<file path="src/rtl/serial_shift_unit.sv">
module serial_shift_unit #(
  parameter int DW = 8,
  parameter int CW = 4
) (
  input  logic          clk,
  input  logic          rst_n,
  input  logic [1:0]    clk_sel,
  input  logic          wire_mode,
  input  logic          wr_data_en,
  input  logic          wr_cnt_en,
  input  logic [DW-1:0] wdata,
  input  logic          flag_clr,
  input  logic          irq_en,
  input  logic          sw_strobe,
  input  logic          tmr_ovf,
  input  logic          sck_in,
  input  logic          din,
  output logic [DW-1:0] rd_data,
  output logic [CW-1:0] rd_cnt,
  output logic          ovf_flag,
  output logic          irq,
  output logic          dout_3w,
  output logic          sda_pull_low
);
  localparam logic [CW-1:0] CNT_TOP = {CW{1'b1}};

  logic [2:0]    sck_q;
  logic [DW-1:0] shreg;
  logic [CW-1:0] cnt;
  logic          flag, held;
  logic          ext, rise, fall, samp, cnt_evt, opp, wrap;

  assign ext  = clk_sel[1];
  assign rise = sck_q[1] & ~sck_q[2];
  assign fall = ~sck_q[1] & sck_q[2];

  assign samp    = ext ? (clk_sel[0] ? fall : rise) : (clk_sel[0] ? tmr_ovf : sw_strobe);
  assign cnt_evt = ext ? (rise | fall) : samp;
  assign opp     = ext ? (clk_sel[0] ? rise : fall) : 1'b1;
  assign wrap    = cnt_evt && !wr_cnt_en && (cnt == CNT_TOP);

  always_ff @(posedge clk or negedge rst_n)
    if (!rst_n) sck_q <= '0;
    else        sck_q <= {sck_q[1:0], sck_in};

  always_ff @(posedge clk or negedge rst_n)
    if (!rst_n)          shreg <= '0;
    else if (wr_data_en) shreg <= wdata;
    else if (samp)       shreg <= {shreg[DW-2:0], din};

  always_ff @(posedge clk or negedge rst_n)
    if (!rst_n)         cnt <= '0;
    else if (wr_cnt_en) cnt <= wdata[CW-1:0];
    else if (cnt_evt)   cnt <= cnt + 1'b1;

  always_ff @(posedge clk or negedge rst_n)
    if (!rst_n)        flag <= 1'b0;
    else if (wrap)     flag <= 1'b1;
    else if (flag_clr) flag <= 1'b0;

  always_ff @(posedge clk or negedge rst_n)
    if (!rst_n)   held <= 1'b0;
    else if (opp) held <= shreg[DW-1];

  assign rd_data      = shreg;
  assign rd_cnt       = cnt;
  assign ovf_flag     = flag;
  assign irq          = flag & irq_en;
  assign dout_3w      = ~wire_mode & held;
  assign sda_pull_low = wire_mode & ~held;
endmodule


</file>
<file path="config.mk">
export PLATFORM = sky130hd
export DESIGN_NAME = serial_shift_unit
export DESIGN_NICKNAME = d
export VERILOG_FILES = /design/src/rtl/serial_shift_unit.sv
export SDC_FILE = /design/constraint.sdc
export NUM_CORES = 1
export LEC_CHECK = 0
export BUFFER_PORTS_ARGS = -buffer_cell sky130_fd_sc_hd__buf_2
export CAP_MARGIN = 20
export CORE_MARGIN = 2
export CORE_UTILIZATION = 49
export CTS_BUF_LIST = sky130_fd_sc_hd__clkbuf_16
export DETAILED_ROUTE_END_ITERATION = 8
export GPL_TIMING_DRIVEN = 1
export PLACE_DENSITY = 0.86
export SLEW_MARGIN = 20
export SYNTH_ARGS = -nofsm -noshare
export SYNTH_HDL_FRONTEND = slang
export SYNTH_SLANG_ARGS = --single-unit
</file>
<file path="constraint.sdc">
create_clock -name clk -period 1.7 [get_ports clk]
set_input_delay 0.17 -clock clk [delete_from_list [all_inputs] [get_ports clk]]
set_output_delay 0.17 -clock clk [all_outputs]
set_load 0.05 [all_outputs]
</file>
Word-level counts from Yosys, hierarchy flattened
Index checks and enable logic that the tools add are counted.
- register bits after elaboration: 17
- input bits: 21
- output and inout port bits: 16
- logic and storage cells: 35
- $add $sub $neg: 1
- equal/unequal tests: 1
- multiplexer cells: 12
- bitwise logic cells: 10
- reductions and logical operators: 6
- operator list (cell ; count):
    two-way mux 8 bit ; 2
    two-way mux 1 bit ; 8
    two-way mux 4 bit ; 2
    nonzero test 2 bit ; 3
    bitwise AND 1 bit ; 5
    adder 4 x 1 -> 4 bit, second input constant ; 1
    equality test 4 bit, second input constant ; 1
    NOT 1 bit ; 4
    logical AND 1 bit ; 2
    logical NOT 1 bit ; 1
    bitwise OR 1 bit ; 1

Logic depth before layout (Yosys ltp)
- word-level depth: 8
- mapped depth: 5
- depth with buffers taken out: 5

Least setup slack after synthesis
No wires, ideal clock.
- path type: reg-to-reg
- start: register sck_q[1]
- end: register shreg[1], in the netlist rd_data[1]
- setup time: 0.136 ns
- data arrival time: 1.377 ns
- required time: 1.564 ns
- setup slack: 0.187 ns
- stages on the path, launching flop included: 6
- buffers on the path: 0
- clock period less this slack: 1.513 ns
- cell sequence: dfrtp_1 > inv_1 > ha_1 > mux2i_2 > mux2i_1 > o211ai_1
- word-level cells in the longest chain between the ends: 5
- elaborated cells on any way between the ends: 6
- those cells by class: mux: 2; bitwise: 3; reduce/logical: 1
- ends and longest elaborated chain (what ; line ; RTL):
    start, declared ; 27 ; logic [2:0] sck_q;
    start signal, assigned ; 44 ; else sck_q <= {sck_q[1:0], sck_in};
    NOT 1 bit ; 35 ; assign fall = ~sck_q[1] & sck_q[2];
    bitwise AND 1 bit ; 35 ;
    two-way mux 1 bit (*) (2 in a row) ; 37 ; assign samp = ext ? (clk_sel[0] ? fall : rise) : (clk_sel[0] ? tmr_ovf : sw_strobe);
    nonzero test 2 bit (no line) (*) ; - ;
    end signal, assigned ; 48 ; else if (wr_data_en) shreg <= wdata;
    end signal, assigned ; 49 ; else if (samp) shreg <= {shreg[DW-2:0], din};
    end, declared ; 28 ; logic [DW-1:0] shreg;
Mark *: on every way between the ends. The rest lies on a longest branch, timed or not.
A chain may end at the register's enable or synchronous reset.

Final worst setup path
- start: register sck_q[1]
- end: register cnt[3], in the netlist rd_cnt[3]
- word-level cells in the longest chain between the ends: 6
- elaborated cells on any way between the ends: 8
- those cells by class: mux: 3; bitwise: 4; reduce/logical: 1
- ends and longest elaborated chain (what ; line ; RTL):
    NOT 1 bit ; 35 ;
    bitwise AND 1 bit ; 35 ;
    two-way mux 1 bit (2 in a row) ; 37 ;
    two-way mux 1 bit (*) ; 38 ; assign cnt_evt = ext ? (rise | fall) : samp;
    nonzero test 2 bit (no line) (*) ; - ;
    end signal, assigned ; 53 ; else if (wr_cnt_en) cnt <= wdata[CW-1:0];
    end signal, assigned ; 54 ; else if (cnt_evt) cnt <= cnt + 1'b1;
    end, declared ; 29 ; logic [CW-1:0] cnt;
Marks and branches as above.

==> results.toml <==
[grt]
grt_max_degree = 24
track_usage_pct = 22.3
grt_first_pass_wirelength_mm = 4.45
globalRouteOverflowTotal = 0
grt_pass1_vias = 992
antenna_found_initial = 0

[place]
routabilityCongestion = 0.839
place_area_sq_um = 1320
post-place-cells = 172
portBuffers = 36
dp_hpwl_mm = 1.90

[cts]
cts_buffers = 3
ctsHoldBuffers = 1
cts.sinks = 17
cts.repair.resized = 0
cts_tree = "done"
clock_path_buffers = 2
clkTransAtPathRegs_ns = 0.05
clock_latency_ns = 0.25
cts_htree_levels = 1
post_cts_buffers = 0
cts_root_buf = "clkbuf_16"

[layout]
antenna_cells = 0
final_cell_mix = "36 x buf_2, 18 x mux2i_1, 17 x dfrtp_1, 11 x nand2_1, 10 x o211ai_1"
fin_util_pct = 64.2
layout-drive-gt1-share_pct = 30.9
nets = 174
area_growth_pct = 24.6
final_common_cell = "buf_2"
fin_cells = 177
final_area_sq_um = 1410

[timing]
finalCriticalPeriod_ns = 1.60
slew_headroom_pct = 62.8
setup_viol = 0
final_hold_viol_count = 0
maxClockFrequency_mhz = 626
rsz0062_at_grt = "false"
period_share_pct = 94.0
skew_ns = 0.00233
tightestPinTransition_ns = 0.542
finalSetupTns_ns = 0
whs_ns = 0.0271
finalMaxSlewViolations = 0

[logic_synthesis]
synth_nets = 138
ys_types = 31
yosys-top-cells-area = "dfrtp_1 38%, mux2i_1 16%, and3b_1 7.0%"
synth_seq_cells = 17
postSynthCellCount = 114
yosysTopAreaCellShare_pct = 37.7
ys_warn_count = 0
synth_area_sq_um = 1130
yosys.area.top_type = "dfrtp_1"
yosysSeqAreaShare_pct = 37.7
synth_area_per_cell_sq_um = 9.90

[floorplan]
coreArea_sq_um = 2190
die_width_um = 52.0
io_pins = 37
start_util_pct = 51.5
std_cell_rows = 17
die_h_um = 52.0
die_area_sq_um = 2700

[worst_setup_path]
endpoint_kind = "flip-flop"
arrival_ns = 1.72
worstPathRequired_ns = 1.82
start_kind = "flip-flop"
r2r_slack_ns = 0.10
cp_max_fo = 6
crit_type = "flip-flop to flip-flop"

[route]
firstDrtPassIters = 4
vias = 996
wirelength_mm = 2.65
post_drt_via_cell_ratio = 5.63
drc_errors = 0
drtIter0Drc = 12
ant_nets = 0
avgRoutedWirePerCell_um = 15.0

[worst_hold_path]
hp-class = "input pin to flip-flop"

[power]
p_leak_nw = 0.757
peakVddDrop_uv = 603
p_per_area_nw_per_um2 = 1020

[flow_run]
maxCapViolations = 0

[outcome]
status = "finished, final reports clean"
==> cells by family (layout without fill, tap and decap cells) <==
logic type	after synthesis	count (layout)	share of synthesized area, %
adders and majority gates	3	3	3.33
DFF	17	17	37.7
muxes	21	21	19.5
buffers and inverters	13	48	5.10
and+or+nand+nor	41	41	21.5
AOI/OAI and AO/OA	19	19	12.9
==> Yosys cell counts <==
cell type and instances:
and2_1 1, and3b_1 9, mux2_2 1, o2111ai_1 1
inv_1 6, dfrtp_1 17, o22ai_1 2, nor2b_1 3
o211ai_1 10, or3_1 1, buf_2 1, clkbuf_1 4
mux2i_2 1, a221oi_1 1, buf_1 1, nor2_1 3
a31oi_1 2, nand2b_1 1, o2111a_1 2, nand3_1 3
mux2i_1 18, buf_6 1, or2_2 2, mux2_4 1
ha_1 3, o21ai_0 1, nand4b_1 1, nor3_1 3
nand2_1 11, and4b_1 1, and3_1 2
==> sequential cells by signal (all words and copies together) (netlist names) <==
name,cells
held,1
ovf_flag,1
rd_cnt,4
rd_data,8
sck_q,3
==> critical path: stages (launching register included) <==
cell and delay (ns):
dfrtp_1 0.38, inv_1 0.06, ha_1 0.32, nand2_1 0.16, o2111a_1 0.20, or3_1 0.37
==> worst paths after layout <==
| kind | startpoint | to | cells after the start |
|---|---|---|---|
| setup / recovery | sck_q[1] | rd_cnt[3] | 5 |
| hold / removal | sck_in | sck_q[0] | 1 |
| setup reg to reg | sck_q[1] | rd_cnt[3] | 5 |
| hold reg to reg | sck_q[0] | sck_q[1] | 0 |
| max in group asynchronous | rst_n | rd_data[3] | 2 |
| min in group asynchronous | rst_n | rd_cnt[2] | 2 |
==> stage by stage <==
stage	power, W	worst slack (ns)
after CTS	0.00145	0.106
after global routing	0.00151	0.00661
final	0.00144	0.102
after global placement	0.000954	0.203
after detailed placement	0.000969	0.130
after floorplan	0.000844	0.187
==> final cells by class <==
class                      instances  area (sq um)
clock buffer                       3          75.1
clock inverter                     1          5.00
fill                             183           785
inverter                           6          22.5
multi-input combinational         84           646
sequential                        17           425
tap                               28          35.0
timing repair buffer              38           198
==> report_power, final <==
| group | total [W] | internal, W | switching [W] |
|---|---|---|---|
| Clock | 0.000474 | 0.000315 | 0.000159 |
| Combinational | 0.000461 | 0.000148 | 0.000312 |
| Sequential | 0.000503 | 0.000454 | 0.0000487 |
==> layer usage <==
metal  global-route usage [%]  share of wire [%]  up-vias
met5                        0                  0        -
met4                     5.26               0.42        0
met3                     4.60                5.2        2
met2                     37.8                 47       32
met1                     28.9                 47      471
li1                         -                  -      491
(Power assumes the default switching activity.)
